<file path="src/rtl/sp_unit_pkg.sv">
package sp_unit_pkg;

  localparam int unsigned PTR_W  = 16;
  localparam int unsigned BYTE_W = 8;

  typedef enum logic [2:0] {
    OP_NONE,
    OP_PUSH,
    OP_POP,
    OP_CALL,
    OP_RET
  } sp_op_e;

  function automatic logic op_moves_down(sp_op_e op);
    return (op == OP_PUSH) || (op == OP_CALL);
  endfunction

  function automatic logic [1:0] op_step(sp_op_e op);
    case (op)
      OP_PUSH, OP_POP: return 2'd1;
      OP_CALL, OP_RET: return 2'd2;
      default:         return 2'd0;
    endcase
  endfunction

endpackage

</file>
<file path="src/rtl/sp_op_decode.sv">
module sp_op_decode
  import sp_unit_pkg::*;
(
  input  logic       io_we,
  input  logic       push_i,
  input  logic       pop_i,
  input  logic       call_i,
  input  logic       ret_i,
  output sp_op_e     op_o,
  output logic [1:0] step_o,
  output logic       down_o
);

  // register write suppresses every strobe; among strobes save > restore > push > pop
  always_comb begin
    op_o = OP_NONE;
    if (!io_we) begin
      if (call_i)      op_o = OP_CALL;
      else if (ret_i)  op_o = OP_RET;
      else if (push_i) op_o = OP_PUSH;
      else if (pop_i)  op_o = OP_POP;
    end
  end

  assign step_o = op_step(op_o);
  assign down_o = op_moves_down(op_o);

endmodule

</file>
<file path="src/rtl/sp_ptr_reg.sv">
module sp_ptr_reg
  import sp_unit_pkg::*;
#(
  parameter int unsigned SP_BITS = 11
) (
  input  logic              clk,
  input  logic              rst,
  input  logic              io_we,
  input  logic              io_re,
  input  logic              io_hi_sel,
  input  logic [BYTE_W-1:0] io_wdata,
  input  sp_op_e            op_i,
  input  logic [1:0]        step_i,
  input  logic              down_i,
  output logic [PTR_W-1:0]  sp_o,
  output logic [BYTE_W-1:0] io_rdata
);

  logic [SP_BITS-1:0] sp_q;
  logic [SP_BITS-1:0] sp_d;
  logic [PTR_W-1:0]   sp_ext;
  logic [PTR_W-1:0]   wr_merge;
  logic [BYTE_W-1:0]  rd_q;

  // zero-extension of the implemented bits
  generate
    if (SP_BITS < PTR_W) begin : g_part
      assign sp_ext = {{(PTR_W-SP_BITS){1'b0}}, sp_q};
    end else begin : g_full
      assign sp_ext = sp_q;
    end
  endgenerate

  always_comb begin
    wr_merge = sp_ext;
    if (io_hi_sel) wr_merge[PTR_W-1:BYTE_W] = io_wdata;
    else           wr_merge[BYTE_W-1:0]     = io_wdata;
  end

  always_comb begin
    sp_d = sp_q;
    if (io_we)                sp_d = wr_merge[SP_BITS-1:0];
    else if (op_i != OP_NONE) begin
      if (down_i) sp_d = sp_q - SP_BITS'(step_i);
      else        sp_d = sp_q + SP_BITS'(step_i);
    end
  end

  always_ff @(posedge clk) begin
    if (rst) begin
      sp_q <= '0;
      rd_q <= '0;
    end else begin
      sp_q <= sp_d;
      if (io_re) rd_q <= io_hi_sel ? sp_ext[PTR_W-1:BYTE_W] : sp_ext[BYTE_W-1:0];
    end
  end

  assign sp_o     = sp_ext;
  assign io_rdata = rd_q;

endmodule

</file>
<file path="src/rtl/sp_floor_guard.sv">
module sp_floor_guard
  import sp_unit_pkg::*;
#(
  parameter int unsigned FLOOR = 16'h0060
) (
  input  logic             clk,
  input  logic             rst,
  input  logic             io_we,
  input  logic             down_i,
  input  logic [1:0]       step_i,
  input  logic [PTR_W-1:0] sp_i,
  output logic             uflow_o
);

  localparam logic [PTR_W:0] FLOOR_X = (PTR_W+1)'(FLOOR);

  logic [PTR_W:0] limit;
  logic           hit;
  logic           flag_q;

  // new = sp - step lands at or below FLOOR (or wraps) <=> sp <= FLOOR + step
  assign limit = FLOOR_X + (PTR_W+1)'(step_i);
  assign hit   = down_i && ({1'b0, sp_i} <= limit);

  always_ff @(posedge clk) begin
    if (rst)        flag_q <= 1'b0;
    else if (io_we) flag_q <= 1'b0;
    else if (hit)   flag_q <= 1'b1;
  end

  assign uflow_o = flag_q;

endmodule

</file>
<file path="src/rtl/sp_unit.sv">
module sp_unit
  import sp_unit_pkg::*;
#(
  parameter int unsigned SP_BITS = 11,
  parameter int unsigned FLOOR   = 16'h0060
) (
  input  logic        clk,
  input  logic        rst,
  input  logic        io_we,
  input  logic        io_re,
  input  logic        io_hi_sel,
  input  logic [7:0]  io_wdata,
  output logic [7:0]  io_rdata,
  input  logic        push_i,
  input  logic        pop_i,
  input  logic        call_i,
  input  logic        ret_i,
  output logic [15:0] sp_o,
  output logic        acc_vld_o,
  output logic [15:0] acc_addr_o,
  output logic        acc_wr_o,
  output logic        uflow_o
);

  localparam logic [PTR_W-1:0] PTR_MASK = PTR_W'((17'd1 << SP_BITS) - 17'd1);

  sp_op_e           op;
  logic [1:0]       step;
  logic             down;
  logic [PTR_W-1:0] sp_cur;
  logic [PTR_W-1:0] sp_up1;
  logic             vld_q;
  logic             wr_q;
  logic [PTR_W-1:0] addr_q;

  sp_op_decode u_dec (
    .io_we  (io_we),
    .push_i (push_i),
    .pop_i  (pop_i),
    .call_i (call_i),
    .ret_i  (ret_i),
    .op_o   (op),
    .step_o (step),
    .down_o (down)
  );

  sp_ptr_reg #(.SP_BITS(SP_BITS)) u_ptr (
    .clk       (clk),
    .rst       (rst),
    .io_we     (io_we),
    .io_re     (io_re),
    .io_hi_sel (io_hi_sel),
    .io_wdata  (io_wdata),
    .op_i      (op),
    .step_i    (step),
    .down_i    (down),
    .sp_o      (sp_cur),
    .io_rdata  (io_rdata)
  );

  sp_floor_guard #(.FLOOR(FLOOR)) u_guard (
    .clk     (clk),
    .rst     (rst),
    .io_we   (io_we),
    .down_i  (down),
    .step_i  (step),
    .sp_i    (sp_cur),
    .uflow_o (uflow_o)
  );

  // pre-increment read address for pop/restore
  assign sp_up1 = (sp_cur + 16'd1) & PTR_MASK;

  always_ff @(posedge clk) begin
    if (rst) begin
      vld_q  <= 1'b0;
      wr_q   <= 1'b0;
      addr_q <= '0;
    end else begin
      vld_q <= (op != OP_NONE);
      if (op != OP_NONE) begin
        wr_q   <= down;
        addr_q <= down ? sp_cur : sp_up1;
      end
    end
  end

  assign sp_o       = sp_cur;
  assign acc_vld_o  = vld_q;
  assign acc_wr_o   = wr_q;
  assign acc_addr_o = addr_q;

endmodule

</file>
<file path="config.mk">
export PLATFORM = sky130hd
export DESIGN_NAME = sp_unit
export DESIGN_NICKNAME = d
export VERILOG_FILES = /design/src/rtl/sp_unit_pkg.sv /design/src/rtl/sp_op_decode.sv /design/src/rtl/sp_ptr_reg.sv /design/src/rtl/sp_floor_guard.sv /design/src/rtl/sp_unit.sv
export SDC_FILE = /design/constraint.sdc
export NUM_CORES = 1
export LEC_CHECK = 0
export BUFFER_PORTS_ARGS = -buffer_cell sky130_fd_sc_hd__buf_2
export CAP_MARGIN = 20
export CORE_ASPECT_RATIO = 1.75
export CORE_MARGIN = 3
export CORE_UTILIZATION = 48
export DETAILED_ROUTE_END_ITERATION = 7
export GPL_TIMING_DRIVEN = 0
export HOLD_SLACK_MARGIN = 0.06
export MAX_ROUTING_LAYER = met4
export PLACE_DENSITY = 0.74
export SLEW_MARGIN = 30
export SYNTH_ARGS = -nofsm -noshare
export SYNTH_HDL_FRONTEND = slang
export SYNTH_SLANG_ARGS = --single-unit
</file>
<file path="constraint.sdc">
create_clock -name clk -period 3.1 [get_ports clk]
set_input_delay 0.155 -clock clk [delete_from_list [all_inputs] [get_ports clk]]
set_output_delay 0.155 -clock clk [all_outputs]
set_load 0.02 [all_outputs]
</file>
---- Word level (Yosys, flattened, before mapping) ----
Index checks and enable logic that the tools add are counted.
operators by class
  muxes and demuxes ....................... 13
  $lt $le $gt $ge ......................... 1
  reduce and logical (&&, ||, !) cells .... 9
  add/subtract/negate cells ............... 4
  eq/ne operators ......................... 6
operators with widths
  operator                                       count
  two-way mux 11 bit                             4
  <= comparator 11 x 17 -> 1 bit                 1
  two-way mux 8 bit                              2
  two-way mux 3 bit                              5
  adder 11 x 1 -> 11 bit, second input constant  1
  adder 11 x 2 -> 11 bit                         1
  subtractor 11 x 2 -> 11 bit                    1
  adder 7 x 2 -> 8 bit, first input constant     1
  == test 3 x 2 -> 1 bit, second input constant  2
  OR reduction 2 bit                             3
  case mux 2 bit (2 select lines)                1
  AND reduction 2 bit                            2
  == test 3 x 1 -> 1 bit, second input constant  1
  == test 3 bit, second input constant           1
  nonzero test 3 bit                             1
  two-way mux 2 bit                              1
  != test 2 x 1 -> 1 bit, second input constant  1
  != test 2 bit, second input constant           1
  nonzero test 2 bit                             1
  logical AND 1 bit                              1
  logical OR 1 bit                               1
word-level totals
  register bits after elaboration ......... 38
  output and inout bits ................... 43
  logic and storage cells ................. 40
  bits of input ports ..................... 17

---- Longest topological paths before layout ----
Gate-level depths: netlist of the first run.
  depth in word-level cells ............... 12
  depth in mapped cells ................... 13
  mapped depth without buffers ............ 13

---- By module ----
From an unflattened synthesis of the first run, not the netlist that was laid out.
second synthesis, totals
  cells, all modules ...................... 294
  area, all modules ....................... 2489.9 um^2
by module, submodules not included
  module          cells an instance  instances  sequential area each (um^2)  area each (um^2)
  sp_ptr_reg      172                1          380.4                        1408.9
  sp_unit         96                 1          360.3                        892.1
  sp_floor_guard  15                 1          20.0                         127.6
  sp_op_decode    11                 1          0.0                          61.3

---- Worst setup path after synthesis of the first run ----
Ideal clock, no wire load.
  path kind ............................... input to register
  start point ............................. in io_we
  end point ............................... reg u_ptr.sp_q[7]
  stages on the path ...................... 13
  library setup time ...................... 0.103 ns
  path slack .............................. 0.325 ns
  arrival time ............................ 2.671 ns
  path buffers ............................ 0
  data required time ...................... 2.997 ns
  cell sequence ........................... nor3_1 > o21ai_0 > ha_1 > o21ai_0 > o21ai_0 > inv_1 > ha_1 > nor2b_1 > o21a_1 > a2111oi_0 > o21bai_1 > xnor2_1 > a2111oi_2
on the way
  cells in the longest elaborated chain, start to end .. 8
  elaborated cells on any way between the ends .. 18
  classes of those cells .................. add/sub (2); eq/ne (5); mux (5); reduce/logical (6)
ends and longest elaborated chain
  item                                                                          RTL line                            source
  start: declaration                                                            sp_unit.sv:9                        input logic io_we,
  two-way mux 3 bit                                                             sp_op_decode.sv:17                  if (!io_we) begin
  == test 3 bit (tied with other cells)                                         sp_unit_pkg.sv:19                   case (op)
  OR reduction 2 bit                                                            sp_unit_pkg.sv:19
  case mux 2 bit (2 select lines)                                               sp_unit_pkg.sv:19
  adder 11 x 2 -> 11 bit / subtractor 11 x 2 -> 11 bit (equally long branches)  sp_ptr_reg.sv:45, sp_ptr_reg.sv:44
  two-way mux 11 bit                                                            sp_ptr_reg.sv:44                    if (down_i) sp_d = sp_q - SP_BITS'(step_i);
  two-way mux 11 bit                                                            sp_ptr_reg.sv:43                    else if (op_i != OP_NONE) begin
  two-way mux 11 bit                                                            sp_ptr_reg.sv:42                    if (io_we) sp_d = wr_merge[SP_BITS-1:0];
  end signal: assignment                                                        sp_ptr_reg.sv:54                    sp_q <= sp_d;
  end: declaration                                                              sp_ptr_reg.sv:19                    logic [SP_BITS-1:0] sp_q;
Parallel ways exist; a longest one is shown, timed or not. The select of a mux whose other input is x is not followed.
A chain may end at the register's enable or synchronous reset.

---- Worst setup path after layout of the first run ----
Same ends and word-level chain as after synthesis.

==> impl_metrics.py, run 1 <==
metrics = {
    "placement": {
        "gp_congestion": 0.895,
        "port_buffers": 48,
        "place_area_mm2": 0.00253,
        "dpl.hpwl_um": 4590,
    },
    "clocking": {
        "h-tree-depth": 2,
        "worst_skew_pair.late_latency_ns": 0.28,
        "clockBufferDepth": 2,
        "hold_buffers": 0,
        "cts-root-buf": "clkbuf_8",
        "clk_pin_slew_ns": 0.07,
        "cts_made_buffers": 5,
        "cts_tree": "built",
        "cts.sinks": 33,
    },
    "logic_synthesis": {
        "avgSynthCellArea_um2": 8.29,
        "yosysMostFrequentCell": "nor2_1",
        "synth_top_area_share": 0.301,
        "syn_inst": 265,
        "synthTopCellsByCount": "nor2_1, dfxtp_1, nand2_1, a21oi_1",
        "yosys-top-cells-area": "dfxtp_1, ha_1, nor2_1",
        "ys_ff_latch": 33,
        "synth_warnings": 0,
        "synth_edf_count": 0,
        "synth_ff_type": "dfxtp_1",
        "synth_top_area_cell": "dfxtp_1",
        "syn-cell-area_mm2": 0.00220,
        "ys_seq_area_frac": 0.301,
        "synthArstFlopShare": 0,
        "synth_cell_types": 50,
    },
    "sta": {
        "layout_min_cycle_time_ns": 2.85,
        "drv_slew": 0,
        "finalHoldViolations": 0,
        "maxSlewHeadroom": 0.654,
        "max_freq_mhz": 350,
        "setup_viol": 0,
        "tightest_slew_ns": 0.519,
        "period_share": 0.920,
        "rsz0062_at_grt": "no",
        "skew_ns": 0.00360,
    },
    "drt": {
        "wl_per_cell_um": 15.1,
        "vias": 2091,
        "drtIter0Drc": 74,
        "drc": 0,
        "vias_per_cell": 5.53,
        "ant_nets": 0,
        "drt_first_pass_iters": 4,
        "routed_wl_um": 5700,
    },
    "global_routing": {
        "grt_pass1_vias": 1912,
        "grt_overflow": 0,
        "antenna_found_initial": 0,
        "grt_max_degree": 11,
        "grt_first_pass_wirelength_um": 8980,
        "grt_usage": 0.219,
    },
    "critical_path": {
        "critPathArrivalTime_ns": 3.02,
        "cp-start-kind": "input port",
        "worstPathMaxFanout": 8,
        "path_class": "in2reg",
        "worstPathRequired_ns": 3.27,
        "crit_path_end_kind": "flip-flop",
        "r2r_cells": 7,
    },
    "die": {
        "die_w_um": 57.1,
        "start_util": 0.499,
        "die_h_um": 95.5,
        "core-area_mm2": 0.00440,
        "io_pins": 60,
        "std_cell_rows": 32,
        "die_area_mm2": 0.00546,
    },
    "status": {
        "outcome": "complete, no violations",
    },
    "power_and_ir_drop": {
        "p_total_mw": 1.36,
        "power.leakage_nw": 1.21,
        "p_per_area_mw_per_mm2": 520,
        "peakVddDrop_v": 0.000265,
    },
    "min_path": {
        "hold_depth": 2,
        "min_path_type": "in2reg",
    },
    "layout": {
        "areaGrowthSynthToFinish_pct": 18.8,
        "design_area_mm2": 0.00261,
        "drive_gt1_frac": 0.257,
        "nets": 360,
        "antenna_cells": 0,
    },
    "run": {
        "maxCapViolations": 0,
    },
}
## worst max-delay path: stages
cell       delay, ns
buf_2           0.13
inv_1           0.22
o21ai_1         0.18
ha_1            0.30
o21ai_0         0.06
o21ai_0         0.14
inv_1           0.08
ha_1            0.27
nor2b_1         0.13
o21a_1          0.23
a2111oi_0       0.42
o21bai_1        0.14
xnor2_1         0.17
a2111oi_2       0.40
## through the flow
| stage | utilization | setup TNS (ns) | worst slack (ns) | std cells | hold slack (ns) |
|---|---|---|---|---|---|
| CTS | 0.592 | 0 | 0.0692 | 379 | 0.139 |
| global placement | 0.576 | -0.343 | -0.176 | 373 | 0.436 |
| finish | 0.593 | 0 | 0.247 | 378 | 0.142 |
| detailed placement | 0.576 | -0.430 | -0.204 | 373 | 0.433 |
| global route | 0.593 | 0 | 0.0464 | 378 | 0.157 |
| floorplan | - | 0 | 0.325 | 274 | 0.322 |
## flip-flops by register name, indices dropped and copies added (netlist names)
register / flops
u_ptr.io_rdata: 8
acc_vld_o: 1
acc_wr_o: 1
u_guard.uflow_o: 1
u_ptr.sp_q: 11
acc_addr_o: 11
## final cells by class
type | instances | area, um2
Tap cell | 51 | 63.8
Clock inverter | 1 | 5.00
Inverter | 8 | 30.0
Fill cell | 443 | 1790
Buffer | 24 | 135
Clock buffer | 5 | 68.8
Multi-Input combinational cell | 208 | 1410
Sequential cell | 33 | 661
Timing Repair Buffer | 48 | 240
## cell usage in the layout, fill, tap and decap left out, types with 2 or more instances in the layout
cell,n
ha_1,14
o21a_1,4
buf_2,53
a31oi_1,2
clkbuf_8,5
and3_1,3
nand2b_1,5
or3_1,2
nand2_1,19
nor2b_1,2
a311oi_1,5
o21bai_1,2
buf_4,10
inv_1,7
a21oi_1,16
nand3_1,2
nor4_1,3
o21ai_1,2
dfxtp_1,33
nor2_1,34
a211oi_1,14
nand3b_1,5
clkbuf_1,8
a2111oi_2,2
a31o_2,2
nand4_1,6
o21ai_0,7
xor2_1,14
mux2i_1,4
o22ai_1,2
a32oi_1,2
xnor2_1,2
conb_1,10
a21o_1,5
## cells by family after synthesis
kind of cell | synth area share
AOI/OAI and AO/OA | 0.240
and+or+nand+nor | 0.210
other | 0.00171
muxes | 0.0182
xor gates and xnor gates | 0.0638
adders and majority gates | 0.0888
DFF | 0.301
buffers and inverters | 0.0769
## path summary, 6_finish.rpt
| kind | start | slack [ns] | to |
|---|---|---|---|
| max | io_we | 0.25 | u_ptr.sp_q[7]$_SDFFE_PP0P_ |
| min | rst | 0.14 | u_ptr.sp_q[9]$_SDFFE_PP0P_ |
| max reg2reg | u_ptr.sp_q[1]$_SDFFE_PP0P_ | 0.63 | u_ptr.sp_q[7]$_SDFFE_PP0P_ |
| min reg2reg | acc_addr_o[0]$_SDFFE_PP0P_ | 0.45 | acc_addr_o[0]$_SDFFE_PP0P_ |
## power breakdown
part	internal, mW	switching [mW]	total (mW)	leakage, nW
Clock	0.147	0.147	0.294	0.0399
Sequential	0.468	0.0521	0.520	0.273
Combinational	0.223	0.319	0.542	0.898
## per-layer routing
metal | up-vias | GRT usage | part of all wire
li1 | 1062 | - | -
met1 | 942 | 0.213 | 0.37
met2 | 69 | 0.403 | 0.54
met3 | 18 | 0.0257 | 0.052
met4 | 0 | 0.135 | 0.034
met5 | - | - | 0
## repair_timing
action / 4_1_cts / 5_1_grt
buffers inserted: 0 / 0
endpoints found under the setup margin: 0 / 3
gates resized for setup: 0 / 4
Power figures use the tool's default switching activity.
==> run 2, diff against run 1 <==
Settings changed: CORE_ASPECT_RATIO 1.75 to 0.5, HOLD_SLACK_MARGIN 0.06 to 0.03, PLACE_DENSITY 0.74 to 0.73, SYNTH_HIERARCHICAL set to 1.
==> run 2 against run 1 <==
Against the previous run:
- hold slack improved by 0.0052 ns
- sequential cell count rose by 5
- final area rose by 14%
- area after synthesis rose by 13%
- clock-buffer cell count rose by 2
- core utilization rose by 4.1 points
- routed wire length rose by 18%
- sequential share of layout area rose by 0.36 points
- non-clock buffer count rose by 1
- clock skew rose by 0.0016 ns
- combinational power rose by 3%
- die area rose by 13%
- critical path type unchanged
- largest cell class unchanged
==> impl_metrics.py, run 2 <==
metrics = {
    "global_routing": {
        "grt_util_met3": 0.0384,
        "grt_max_degree": 13,
        "grt_first_pass_wirelength_um": 11000,
        "antenna_found_initial": 0,
        "grt_pass1_vias": 2273,
        "busiest_layer": "met2",
        "grt_overflow": 0,
        "grt_usage": 0.229,
        "met1_usage": 0.297,
        "grt_use_met2": 0.368,
    },
    "logic_synthesis": {
        "ys_seq_area_frac": 0.306,
        "ys_ff_latch": 38,
        "synthMuxAreaShare": 0.0206,
        "synth_warnings": 6,
        "synth_top_area_share": 0.306,
        "synth_edf_count": 0,
        "synth_top_area_cell": "dfxtp_1",
        "synth_compound_area_frac": 0.232,
        "synth-simple-area-share": 0.243,
        "syn-cell-area_mm2": 0.00249,
        "avgSynthCellArea_um2": 8.47,
        "yosysMostFrequentCell": "dfxtp_1",
        "synth_ff_type": "dfxtp_1",
        "syn_inst": 294,
        "synthArstFlopShare": 0,
        "yosys-top-cells-area": "dfxtp_1, ha_1, a21oi_1",
        "synth_fa_ha_area_frac": 0.0834,
        "synth_cell_types": 58,
        "synthXorXnorAreaFrac": 0.0457,
        "synthTopCellsByCount": "dfxtp_1, nor2_1, a21oi_1, nand2_1, nand3_1",
        "synth_top_family_by_area": "simple AND/OR/NAND/NOR gates",
    },
    "die": {
        "core-area_mm2": 0.00468,
        "std_cell_rows": 17,
        "io_pins": 60,
        "start_util": 0.532,
        "die_h_um": 56.9,
        "die_area_mm2": 0.00614,
        "die_w_um": 108,
    },
    "clocking": {
        "clk_pin_slew_ns": 0.08,
        "hold_buffers": 0,
        "cts_tree": "built",
        "cts_made_buffers": 5,
        "clockBufferDepth": 2,
        "h-tree-depth": 2,
        "cts.sinks": 38,
        "cts-root-buf": "clkbuf_8",
        "worst_skew_pair.late_latency_ns": 0.29,
    },
    "critical_path": {
        "r2r_cells": 8,
        "worstPathMaxFanout": 9,
        "crit_path_end_kind": "flip-flop",
        "path_class": "in2reg",
        "crit_start": "call_i",
        "reg2reg_from": "u_ptr/sp_q[0]$_SDFFE_PP0P_",
        "critPathArrivalTime_ns": 3.13,
        "cp-start-kind": "input port",
        "worstPathRequired_ns": 3.30,
        "worstReg2RegEnd": "u_ptr/sp_q[4]$_SDFFE_PP0P_",
        "rrSetupSlack_ns": 0.58,
    },
    "min_path": {
        "hold_path_end": "u_ptr/sp_q[5]$_SDFFE_PP0P_",
        "min_path_type": "in2reg",
        "min_from": "io_wdata[5]",
        "hold_depth": 3,
    },
    "layout": {
        "antenna_cells": 0,
        "drive_gt1_frac": 0.270,
        "final_core_util": 0.633,
        "final_common_cell": "buf_2",
        "layout_common_cells": "buf_2, dfxtp_1, nor2_1",
        "largest_register_ffs": 16,
        "nets": 391,
        "num-fill-cells": 421,
        "areaGrowthSynthToFinish_pct": 19.0,
        "design_area_mm2": 0.00296,
    },
    "drt": {
        "drc": 0,
        "routed_wl_um": 6740,
        "drt_first_pass_iters": 4,
        "drtIter0Drc": 201,
        "vias": 2387,
        "vias_per_cell": 5.62,
        "ant_nets": 0,
        "wl_per_cell_um": 15.9,
    },
    "power_and_ir_drop": {
        "power.leakage_nw": 1.32,
        "peakVddDrop_v": 0.000273,
        "p_per_area_mw_per_mm2": 515,
    },
    "sta": {
        "maxSlewHeadroom": 0.493,
        "max_freq_mhz": 342,
        "period_share": 0.943,
        "setup_viol": 0,
        "skew_ns": 0.00521,
        "tightest_slew_ns": 0.754,
        "layout_min_cycle_time_ns": 2.92,
        "drv_slew": 0,
        "finalHoldViolations": 0,
        "rsz0062_at_grt": "no",
    },
    "status": {
        "outcome": "complete, no violations",
    },
    "placement": {
        "dpl.hpwl_um": 4950,
        "place_area_mm2": 0.00285,
        "port_buffers": 53,
        "gp_congestion": 0.880,
    },
    "run": {
        "maxCapViolations": 0,
    },
}
## run 2: changes by cell type in the layout (fill, tap and decap cells not counted), sizes merged, moves of 5 or more
cell and delta:
o21ai -5, dfxtp +5, a21oi +13, xor2 -5, nand3 +15, conb -5
## run 2: metrics by stage
stage,hold slack [ns],TNS [ns],total power [mW],cells,worst slack [ns]
after floorplan,0.326,0,1.01,298,0.299
after global placement,0.437,-0.479,1.15,417,-0.212
after detailed placement,0.448,-0.941,1.17,417,-0.343
after CTS,0.145,0,1.52,425,0.0947
after global routing,0.170,0,1.62,425,0.0325
final,0.147,0,1.53,425,0.175
## run 2: cells by family (layout without fill, tap and decap cells)
group                    Yosys count  count (layout)
buffers and inverters             32              93
other                              1               5
AO/OA/AOI/OAI                     77              77
multiplexers                       5               5
flip-flops                        38              38
adder cells (fa/ha/maj)           16              16
XOR/XNOR                          13              13
AND/OR/NAND/NOR                  112             112
## run 2: cell type report
| type | instances | area, um2 | share of cell area |
|---|---|---|---|
| clock buffer | 7 | 86.3 | 0.0291 |
| clock inverter | 1 | 5.00 | 0.00169 |
| tap | 66 | 82.6 | 0.0279 |
| multi-input combinational | 228 | 1590 | 0.538 |
| timing repair buffer | 53 | 265 | 0.0895 |
| buffer | 20 | 125 | 0.0422 |
| inverter | 12 | 45.0 | 0.0152 |
| sequential | 38 | 761 | 0.257 |
## run 2: power by group
part           internal (mW)  leakage, nW  total, mW  switching (mW)
registers              0.535        0.313      0.612          0.0770
clock network          0.180       0.0482      0.356           0.177
logic                  0.231        0.959      0.557           0.327
## run 2: worst max-delay path by stage
stage	endpoint	slack, ns
6_report	u_ptr/sp_q[10]$_SDFFE_PP0P_	0.18
5_1_grt	u_ptr/sp_q[6]$_SDFFE_PP0P_	0.03
4_1_cts	u_ptr/sp_q[10]$_SDFFE_PP0P_	0.09
3_5_place_dp	u_ptr/sp_q[10]$_SDFFE_PP0P_	-0.34
3_3_place_gp	u_ptr/sp_q[10]$_SDFFE_PP0P_	-0.21
2_1_floorplan	u_ptr/sp_q[10]$_SDFFE_PP0P_	0.30
## run 2: timing repair
item | in CTS | in global routing
buffers inserted | 0 | 0
endpoints found under the setup margin | 2 | 2
gates resized for setup | 1 | 3
## run 2: routing by layer
metal | part of all wire | routed length (um)
met3 | 0.057 | 381
met2 | 0.46 | 3120
met4 | 0.011 | 76
met5 | 0 | 0
met1 | 0.47 | 3160
## run 2: critical path, cell delays in order
cell and delay (ns):
buf_2 0.13, nor4_4 0.37, inv_1 0.08, ha_1 0.20, nor2_1 0.23, inv_2 0.17
ha_1 0.35, nor2b_4 0.15, o31ai_2 0.34, a21oi_1 0.16, or4b_4 0.54, a311oi_2 0.25
==> run 3, diff against run 2 <==
Clock period 3.1 ns to 2.7 ns, I/O delays scaled along.
==> run 3 against run 2 <==
Against the previous run:
- clock-buffer cell count decreased by 1
- setup slack lost 0.10 ns
- clock power increased by 41%
- global-route usage increased by 0.061 points
- combinational power grew 20%
- first-iteration DRC count fell by 47%
- total power grew 23%
- via count down 0.71%
- final area grew 2.9%
- hold slack worse by 0.023 ns
- register-to-register slack got worse by 0.33 ns
- largest power group unchanged
- highest routed layer unchanged
==> impl_metrics.py, run 3 (synthesis gave the netlist of run 2 again) <==
metrics = {
    "layout": {
        "largest_register_ffs": 16,
        "stdcell_count": 425,
        "antenna_cells": 0,
        "num-fill-cells": 422,
        "final_core_util": 0.652,
        "regArea_um2": 761,
        "drive_gt1_frac": 0.284,
        "design_area_mm2": 0.00305,
        "multi_input_area_mm2": 0.00165,
        "nets": 392,
        "areaGrowthSynthToFinish_pct": 22.5,
        "layout_common_cells": "buf_2, dfxtp_1, nor2_1",
        "final_common_cell": "buf_2",
    },
    "status": {
        "outcome": "complete, no violations",
    },
    "global_routing": {
        "grt_overflow": 0,
        "grt_max_degree": 13,
        "grt_pass1_vias": 2260,
        "grt_usage": 0.229,
        "antenna_found_initial": 0,
        "grt_first_pass_wirelength_um": 11000,
    },
    "clocking": {
        "cts.sinks": 38,
        "cts-root-buf": "clkbuf_8",
        "clk_pin_slew_ns": 0.07,
        "worst_skew_pair.late_latency_ns": 0.29,
        "clockBufferDepth": 2,
        "hold_buffers": 0,
        "cts_tree": "built",
        "h-tree-depth": 2,
        "cts_made_buffers": 5,
    },
    "critical_path": {
        "worstReg2RegEnd": "u_ptr/sp_q[6]$_SDFFE_PP0P_",
        "rrSetupSlack_ns": 0.25,
        "cp-start-kind": "input port",
        "slowest_stage": "or4b_4",
        "worstPathMaxFanout": 9,
        "worstPathRequired_ns": 2.90,
        "cp_cell_sequence": "buf_2, nor4_4, inv_1, ha_1, nor2_4, inv_4, ha_1, a21oi_1, a21oi_1, or4b_4, a311oi_2",
        "r2r_cells": 8,
        "cpPeakStageDelay_ns": 0.53,
        "path_class": "in2reg",
        "crit_path_end_kind": "flip-flop",
        "reg2reg_from": "u_ptr/sp_q[0]$_SDFFE_PP0P_",
        "critPathArrivalTime_ns": 2.83,
    },
    "placement": {
        "place_inst": 417,
        "gp_congestion": 0.870,
        "place_area_mm2": 0.00286,
        "port_buffers": 53,
        "dpl.hpwl_um": 4980,
        "dpl_worst_slack_ns": -0.557,
    },
    "min_path": {
        "min_path_type": "in2reg",
        "hold_path_end": "u_ptr/sp_q[6]$_SDFFE_PP0P_",
        "hold_depth": 3,
        "min_from": "io_wdata[6]",
    },
    "die": {
        "io_pins": 60,
        "start_util": 0.532,
        "die_h_um": 56.9,
        "die_w_um": 108,
        "core-area_mm2": 0.00468,
        "std_cell_rows": 17,
        "die_area_mm2": 0.00614,
    },
    "power_and_ir_drop": {
        "p_sw_mw": 0.682,
        "peakVddDrop_v": 0.000309,
        "switching_share": 0.364,
        "clkPwrFrac": 0.267,
        "power.internal_mw": 1.19,
        "p_total_mw": 1.88,
        "power.leakage_nw": 1.34,
        "p_per_area_mw_per_mm2": 615,
        "combPwrFrac": 0.357,
        "p_seq_frac": 0.376,
    },
    "sta": {
        "drv_slew": 0,
        "setup_viol": 0,
        "hold_slack_ns": 0.125,
        "skew_ns": 0.00728,
        "layout_min_cycle_time_ns": 2.63,
        "timing.setup.tns_ns": 0,
        "maxSlewHeadroom": 0.402,
        "tightest_slew_ns": 0.889,
        "period_share": 0.973,
        "finalHoldViolations": 0,
        "fin_ws_ns": 0.0716,
        "max_freq_mhz": 380,
    },
    "drt": {
        "drt_first_pass_iters": 4,
        "drtIter0Drc": 106,
        "routed_wl_um": 6830,
        "wl_per_cell_um": 16.1,
        "ant_nets": 0,
        "vias_per_cell": 5.58,
        "drc": 0,
        "vias": 2370,
    },
    "run": {
        "maxCapViolations": 0,
    },
}
run 3: how the worst max path moves through the flow:
stage	from	slack [ns]	to
3_3_place_gp	call_i	-0.42	u_ptr/sp_q[10]$_SDFFE_PP0P_
3_5_place_dp	call_i	-0.56	u_ptr/sp_q[10]$_SDFFE_PP0P_
4_1_cts	ret_i	0.005	u_ptr/sp_q[6]$_SDFFE_PP0P_
5_1_grt	ret_i	-0.04	u_ptr/sp_q[9]$_SDFFE_PP0P_
2_1_floorplan	call_i	0.007	u_ptr/sp_q[10]$_SDFFE_PP0P_
6_report	ret_i	0.07	u_ptr/sp_q[10]$_SDFFE_PP0P_
run 3: per-layer routing:
metal	share of wire	global-route usage
met1	0.45	0.302
met2	0.47	0.363
met3	0.075	0.0452
met4	0.010	0.0612
met5	0	-
run 3: final cells by class:
| class | count | share of cell area |
|---|---|---|
| Tap cell | 66 | 0.0271 |
| Sequential cell | 38 | 0.249 |
| Clock inverter | 1 | 0.00985 |
| Buffer | 20 | 0.0410 |
| Inverter | 12 | 0.0156 |
| Timing Repair Buffer | 54 | 0.0895 |
| Clock buffer | 6 | 0.0271 |
| Multi-Input combinational cell | 228 | 0.540 |
run 3: worst max-delay path: cells and delay by family:
family,cells,cell delay [ns]
and+or+nand+nor,3,1.02
buffers and inverters,3,0.31
AOI/OAI and AO/OA,3,0.74
adders and majority gates,2,0.60
run 3: power by group through the flow:
stage,combinational [mW],sequential [mW],clock [mW]
finish,0.670,0.705,0.502
global route,0.725,0.712,0.548
CTS,0.635,0.699,0.511
detailed placement,0.623,0.713,0
global placement,0.603,0.711,0
floorplan,0.409,0.750,0
run 3: repair_timing:
| action | in CTS | in global routing |
|---|---|---|
| buffers inserted | 0 | 1 |
| pin swaps | 0 | 1 |
| cloned | 0 | 0 |
| setup endpoints to repair | 4 | 4 |
| resized for setup | 4 | 7 |
